File: src/rtl/i2c_rs_pkg.sv
package i2c_rs_pkg;
   typedef enum logic [2:0] {
      RS_IDLE,
      RS_PULL_SCL,
      RS_SDA_REL,
      RS_SCL_REL,
      RS_BOTH_HI,
      RS_SDA_LO
   } rs_state_e;

   localparam logic [1:0] ADDR_CMD    = 2'd0;
   localparam logic [1:0] ADDR_RELOAD = 2'd1;
   localparam logic [1:0] ADDR_TXBUF  = 2'd2;
   localparam logic [1:0] ADDR_CLR    = 2'd3;

   localparam int CLR_IRQ  = 0;
   localparam int CLR_WCOL = 1;
   localparam int CLR_BCOL = 2;
   localparam int CLR_SDET = 3;
endpackage

File: src/rtl/i2c_rs_sync.sv
module i2c_rs_sync #(
   parameter int STAGES  = 2,
   parameter bit RST_VAL = 1'b1
) (
   input  logic clk,
   input  logic rst_n,
   input  logic d,
   output logic q
);
   if (STAGES < 2) begin : g_bad_stages
      $error("i2c_rs_sync: STAGES must be at least 2");
   end

   logic [STAGES-1:0] shreg;

   always_ff @(posedge clk or negedge rst_n) begin
      if (!rst_n) shreg <= {STAGES{RST_VAL}};
      else        shreg <= {shreg[STAGES-2:0], d};
   end

   assign q = shreg[STAGES-1];
endmodule

File: src/rtl/i2c_rs_brg.sv
module i2c_rs_brg #(
   parameter int W = 7
) (
   input  logic         clk,
   input  logic         rst_n,
   input  logic         load,
   input  logic         run,
   input  logic [W-1:0] reload,
   output logic         zero
);
   if (W < 1) begin : g_bad_w
      $error("i2c_rs_brg: W must be positive");
   end

   logic [W-1:0] cnt;

   always_ff @(posedge clk or negedge rst_n) begin
      if (!rst_n)                 cnt <= '0;
      else if (load)              cnt <= reload;
      else if (run && cnt != '0)  cnt <= cnt - 1'b1;
   end

   assign zero = (cnt == '0);
endmodule

File: src/rtl/i2c_rs_startdet.sv
module i2c_rs_startdet (
   input  logic clk,
   input  logic rst_n,
   input  logic scl_s,
   input  logic sda_s,
   output logic start_pulse
);
   logic scl_prev, sda_prev;

   always_ff @(posedge clk or negedge rst_n) begin
      if (!rst_n) begin
         scl_prev <= 1'b1;
         sda_prev <= 1'b1;
      end else begin
         scl_prev <= scl_s;
         sda_prev <= sda_s;
      end
   end

   assign start_pulse = scl_s & scl_prev & sda_prev & ~sda_s;
endmodule

File: src/rtl/i2c_rstart_seq.sv
module i2c_rstart_seq
   import i2c_rs_pkg::*;
#(
   parameter int DATA_W        = 8,
   parameter int RELOAD_W      = 7,
   parameter int SYNC_STAGES   = 2,
   parameter int CMD_LOCK_BITS = 5,
   parameter int REQ_BIT       = 1
) (
   input  logic              clk,
   input  logic              rst_n,
   input  logic              evt_busy_i,
   input  logic              host_we,
   input  logic [1:0]        host_addr,
   input  logic [DATA_W-1:0] host_wdata,
   input  logic              scl_i,
   input  logic              sda_i,
   output logic              scl_oe_o,
   output logic              sda_oe_o,
   output logic              req_o,
   output logic              busy_o,
   output logic              start_det_o,
   output logic              irq_o,
   output logic              wcol_o,
   output logic              bcol_o,
   output logic [DATA_W-1:0] txbuf_o,
   output logic              buf_wr_ok_o
);
   localparam int N_LINES  = 2;
   localparam int LINE_SCL = 0;
   localparam int LINE_SDA = 1;

   if (RELOAD_W > DATA_W) begin : g_bad_reload
      $error("i2c_rstart_seq: RELOAD_W exceeds DATA_W");
   end
   if (REQ_BIT >= CMD_LOCK_BITS || CMD_LOCK_BITS > DATA_W) begin : g_bad_cmd
      $error("i2c_rstart_seq: request bit must lie in the locked command field");
   end
   if (DATA_W <= CLR_SDET) begin : g_bad_data
      $error("i2c_rstart_seq: DATA_W too small for clear register");
   end

   // Input synchronizers, one per bus line
   logic [N_LINES-1:0] line_raw, line_s;
   assign line_raw[LINE_SCL] = scl_i;
   assign line_raw[LINE_SDA] = sda_i;

   for (genvar g = 0; g < N_LINES; g++) begin : g_sync
      i2c_rs_sync #(.STAGES(SYNC_STAGES), .RST_VAL(1'b1)) sync_i (
         .clk  (clk),
         .rst_n(rst_n),
         .d    (line_raw[g]),
         .q    (line_s[g])
      );
   end

   logic scl_s, sda_s;
   assign scl_s = line_s[LINE_SCL];
   assign sda_s = line_s[LINE_SDA];

   // Host decode
   logic cmd_wr, rld_wr, txb_wr, clr_wr;
   assign cmd_wr = host_we && host_addr == ADDR_CMD;
   assign rld_wr = host_we && host_addr == ADDR_RELOAD;
   assign txb_wr = host_we && host_addr == ADDR_TXBUF;
   assign clr_wr = host_we && host_addr == ADDR_CLR;

   rs_state_e          state, nxt;
   logic               req_q, sda_hold, irq_q, wcol_q, bcol_q, sdet_q;
   logic [RELOAD_W-1:0] reload_q;
   logic [DATA_W-1:0]  txbuf_q;
   logic               accept, brg_load, brg_run, brg_zero, done, coll, start_pulse;

   assign accept = cmd_wr && host_wdata[REQ_BIT] && state == RS_IDLE && !evt_busy_i;

   i2c_rs_brg #(.W(RELOAD_W)) brg_i (
      .clk   (clk),
      .rst_n (rst_n),
      .load  (brg_load),
      .run   (brg_run),
      .reload(reload_q),
      .zero  (brg_zero)
   );

   i2c_rs_startdet sdet_i (
      .clk        (clk),
      .rst_n      (rst_n),
      .scl_s      (scl_s),
      .sda_s      (sda_s),
      .start_pulse(start_pulse)
   );

   assign brg_run = state == RS_SDA_REL || state == RS_BOTH_HI || state == RS_SDA_LO;

   always_comb begin
      nxt      = state;
      brg_load = 1'b0;
      done     = 1'b0;
      coll     = 1'b0;
      case (state)
         RS_IDLE:     if (accept) nxt = RS_PULL_SCL;
         RS_PULL_SCL: if (!scl_s) begin
                         brg_load = 1'b1;
                         nxt      = RS_SDA_REL;
                      end
         RS_SDA_REL:  if (brg_zero && sda_s) nxt = RS_SCL_REL;
         RS_SCL_REL:  if (scl_s) begin
                         if (!sda_s) coll = 1'b1;
                         else begin
                            brg_load = 1'b1;
                            nxt      = RS_BOTH_HI;
                         end
                      end
         RS_BOTH_HI:  if (!scl_s) coll = 1'b1;
                      else if (brg_zero) begin
                         brg_load = 1'b1;
                         nxt      = RS_SDA_LO;
                      end
         RS_SDA_LO:   if (brg_zero) begin
                         done = 1'b1;
                         nxt  = RS_IDLE;
                      end
         default:     nxt = RS_IDLE;
      endcase
      if (coll) nxt = RS_IDLE;
   end

   always_ff @(posedge clk or negedge rst_n) begin
      if (!rst_n) begin
         state    <= RS_IDLE;
         req_q    <= 1'b0;
         sda_hold <= 1'b0;
      end else begin
         state <= nxt;
         if (accept)          req_q <= 1'b1;
         else if (done || coll) req_q <= 1'b0;
         if (done)            sda_hold <= 1'b1;
         else if (coll)       sda_hold <= 1'b0;
      end
   end

   always_ff @(posedge clk or negedge rst_n) begin
      if (!rst_n) begin
         irq_q    <= 1'b0;
         wcol_q   <= 1'b0;
         bcol_q   <= 1'b0;
         sdet_q   <= 1'b0;
         reload_q <= '0;
         txbuf_q  <= '0;
      end else begin
         if (done)                                irq_q <= 1'b1;
         else if (clr_wr && host_wdata[CLR_IRQ])  irq_q <= 1'b0;
         if (txb_wr && state != RS_IDLE)          wcol_q <= 1'b1;
         else if (clr_wr && host_wdata[CLR_WCOL]) wcol_q <= 1'b0;
         if (coll)                                bcol_q <= 1'b1;
         else if (clr_wr && host_wdata[CLR_BCOL]) bcol_q <= 1'b0;
         if (start_pulse)                         sdet_q <= 1'b1;
         else if (clr_wr && host_wdata[CLR_SDET]) sdet_q <= 1'b0;
         if (rld_wr) reload_q <= host_wdata[RELOAD_W-1:0];
         if (txb_wr && state == RS_IDLE) txbuf_q <= host_wdata;
      end
   end

   always_comb begin
      case (state)
         RS_PULL_SCL: begin scl_oe_o = 1'b1; sda_oe_o = sda_hold; end
         RS_SDA_REL:  begin scl_oe_o = 1'b1; sda_oe_o = 1'b0;     end
         RS_SCL_REL,
         RS_BOTH_HI:  begin scl_oe_o = 1'b0; sda_oe_o = 1'b0;     end
         RS_SDA_LO:   begin scl_oe_o = 1'b0; sda_oe_o = 1'b1;     end
         default:     begin scl_oe_o = 1'b0; sda_oe_o = sda_hold; end
      endcase
   end

   assign req_o       = req_q;
   assign busy_o      = state != RS_IDLE;
   assign start_det_o = sdet_q;
   assign irq_o       = irq_q;
   assign wcol_o      = wcol_q;
   assign bcol_o      = bcol_q;
   assign txbuf_o     = txbuf_q;
   assign buf_wr_ok_o = state == RS_IDLE && irq_q;
endmodule

File: config.mk
export PLATFORM = sky130hd
export DESIGN_NAME = i2c_rstart_seq
export DESIGN_NICKNAME = d
export VERILOG_FILES = /design/src/rtl/i2c_rs_pkg.sv /design/src/rtl/i2c_rs_sync.sv /design/src/rtl/i2c_rs_brg.sv /design/src/rtl/i2c_rs_startdet.sv /design/src/rtl/i2c_rstart_seq.sv
export SDC_FILE = /design/constraint.sdc
export NUM_CORES = 1
export LEC_CHECK = 0
export BUFFER_PORTS_ARGS = -buffer_cell sky130_fd_sc_hd__buf_2
export CORE_MARGIN = 2
export CORE_UTILIZATION = 55
export DETAILED_ROUTE_END_ITERATION = 10
export PLACE_DENSITY = 0.8
export SYNTH_ARGS = -nofsm -noshare
export SYNTH_HDL_FRONTEND = slang
export SYNTH_SLANG_ARGS = --single-unit
File: constraint.sdc
create_clock -name clk -period 5.05 [get_ports clk]
set_clock_uncertainty 0.05 [all_clocks]
set_input_delay 0.2525 -clock clk [delete_from_list [all_inputs] [get_ports clk]]
set_output_delay 0.2525 -clock clk [all_outputs]
set_load 0.03 [all_outputs]
==> impl_results.md <==
* Run status: complete, no violations
* Required time of the critical path at 5.29 ns
* Placer Congestion at 0.852
* Rows at 20
* WL per Instance at 15.0 um
* WHS at 0.102 ns
* Post-Layout Cell Count at 219
* Initial Util at 56.8%
* Max-Cap Viols at 0
* First-pass GRT wire length at 5450 um
* Die Wd at 59.5 um
* Num ports at 33
* Reg-to-reg critical path startpoint: brg_i.cnt[0]
* Synth area leader: dfrtp_1
* TritonRoute pass-1 iters at 4
* H-tree depth at 2
* # nets final at 202
* Reg2reg end: brg_i.cnt[5]
* Flop and latch count out of synthesis at 37
* Final instance area at 0.00198 mm2
* Mapped Avg Cell Area at 11.4 um2
* Hold Vio Cnt, Final at 0
* Top cells by area, synth: dfrtp_1, mux2_2, dfstp_2
* Yosys warns at 0
* CP startpoint: brg_i.cnt[0]
* CTS sink cnt at 37
* Hold Crit Class: in2reg
* Antenna violation net count after detailed routing at 0
* CP endpoint: brg_i.cnt[5]
* Final min period at 2.17 ns
* Area of the core at 0.00298 mm2
* Ant diodes at 0
* Syn_nets at 166
* Reg2reg path depth at 7
* Routed WL at 3280 um
* Clk slew on worst S/H paths at 0.11 ns
* Die ar. at 0.00354 mm2
* CP endpoint kind: register
* Fin crit share at 42.9%
* Worst Hold Depth at 2
* Area post-placement at 0.00186 mm2
* GRT Total Usage at 21.0%
* Delay of the slowest cell on the worst path at 0.46 ns
* Number of enable flip-flop cells after synthesis at 0
* PortBufs at 32
* Largest net degree at the start of global routing at 38
* Top_reg_cell synth: dfrtp_1
* Slew Limit Headroom at 46.8%
* Dpl hpwl at 2460 um
* Worst path bufs/invs at 1
* Top cell family by delay on the critical path: simple AND/OR/NAND/NOR gates
* CP Max Fanout at 8
* Worst EP arrival at 2.40 ns
* Unrepaired setup endpoints after global routing: no
* Setup TNS at 0 ns
* Tightest Pin Transition at 0.798 ns
* Clock Tree Buf Depth at 2
* Placement Setup Slack at 2.92 ns
* Crit path kind: reg2reg
* Clk root buf: clkbuf_4
* Leakage at 0.926 nW
* Max Fclk at 0.462 GHz
* Sequential share of the synthesized area at 55.1%
* Critical path startpoint category: register
* Peak VDD IR at 0.421 mV
* Die H at 59.5 um
* Layout area overhead at 16.9%
* Latest clock arrival within the worst-skew pair at 0.34 ns
* Starting DRT DRC Count at 21
* Reg2Reg Setup Slack at 2.88 ns
* Placed Cells at 208
* PD cells at 585 mW/mm2
* Overflow after GRT at 0
* Drt via density at 5.76
* Count of unique library cells instantiated by Yosys at 41
* Cts bufs inserted at 5
* Slew Limit Fails at 0
* Synthesized cell area at 0.00169 mm2
* Vias at 1262
* Post-synth top area share at 45.8%
* Ys async rst share at 100%
* Number of remaining DRC errors at 0
* Worst path slowest cell: or4_4
* Cells along the critical path: inv_1 -> ha_1 -> nand2b_1 -> o32ai_4 -> or4_4 -> or4_1 -> nand3_1
* Critical Path Stages at 7
* # setup viols final at 0
* CTS tree: built
* Share of layout cells above drive strength 1 at 37.1%
* Final worst setup slack at 2.88 ns
* Vias in the first global route at 1167
* Cell count after synthesis at 149
* Initial antenna violation count at 0
-- what timing repair did --
action | in CTS | in global routing
hold endpoints to repair | 33 | 0
hold buffers | 3 | 0
buffers inserted | 0 | 0
gates resized for setup | 0 | 0
-- flip-flops by register name (all words and copies together) (netlist names), 3 cells and up --
name	flops
txbuf_o	8
brg_i.cnt	7
reload_q	7
g_sync.sync_i.shreg	4
state	3
-- final cells by class --
class                      instances  area (um2)
clock buffer                       7        55.1
fill                             214         998
sequential                        37         933
timing repair buffer              35         190
multi-input combinational        103         718
clock inverter                     1        30.0
tap                               33        41.3
inverter                           3        11.3
-- synth_stat cells (all sizes together), types with 3 or more instances --
cell type and instances:
nor3 3, nand2 22, a21oi 5, o21ai 5
nor2 7, nand2b 5, nand3 8, mux2 16
dfrtp 31, inv 3, buf 4, dfstp 6
-- power breakdown --
group / leakage (nW) / internal, mW / total [mW] / switching (mW)
registers: 0.440 / 0.392 / 0.475 / 0.0831
logic: 0.440 / 0.184 / 0.469 / 0.285
clock network: 0.0455 / 0.118 / 0.213 / 0.0949
-- cells in the final DEF, fill, tap and decap left out, drive strengths merged, types with 3 or more instances in the layout --
master,n
mux2,16
nand2b,5
a21oi,5
nand3,8
nor2,7
nor3,3
inv,3
buf,32
nand2,22
dfstp,6
dlygate4sd3,3
dfrtp,31
clkbuf,7
o21ai,5
-- routing by layer --
| metal | GRT usage, % | vias up | wire, um |
|---|---|---|---|
| li1 | - | 604 | - |
| met1 | 28.6 | 615 | 1440 |
| met2 | 32.3 | 36 | 1640 |
| met3 | 5.90 | 7 | 157 |
| met4 | 6.82 | 0 | 43 |
| met5 | 0 | - | 0 |
-- logic make-up (layout without fill, tap and decap cells) --
kind of cell	after synthesis	count (layout)	share of synthesized area, %
buffers and inverters	9	46	2.44
xor gates and xnor gates	3	3	1.55
adders and majority gates	1	1	0.739
and+or+nand+nor	57	57	17.7
DFF	37	37	55.1
muxes	17	17	11.2
AOI/OAI and AO/OA	25	25	11.2
-- worst min path at each step --
stage	startpoint	endpoint	slack, ns
after CTS	host_wdata[7]	txbuf_o[7]	0.09
after global routing	host_wdata[7]	txbuf_o[7]	0.09
after global placement	g_sync[0].sync_i.shreg[0]	g_sync[0].sync_i.shreg[1]	0.30
after floorplan	rst_n	bcol_o	-0.09
after detailed placement	g_sync[1].sync_i.shreg[0]	g_sync[1].sync_i.shreg[1]	0.30
final	host_wdata[7]	txbuf_o[7]	0.10
-- per-stage QoR --
| step | utilization [%] | power [mW] |
|---|---|---|
| after global placement | 62.6 | 0.917 |
| after CTS | 66.5 | 1.16 |
| after global routing | 66.5 | 1.22 |
| after detailed placement | 62.6 | 0.947 |
| after floorplan | - | 0.821 |
| final | 66.5 | 1.16 |
No activity file was read; power rests on OpenSTA's default activity.
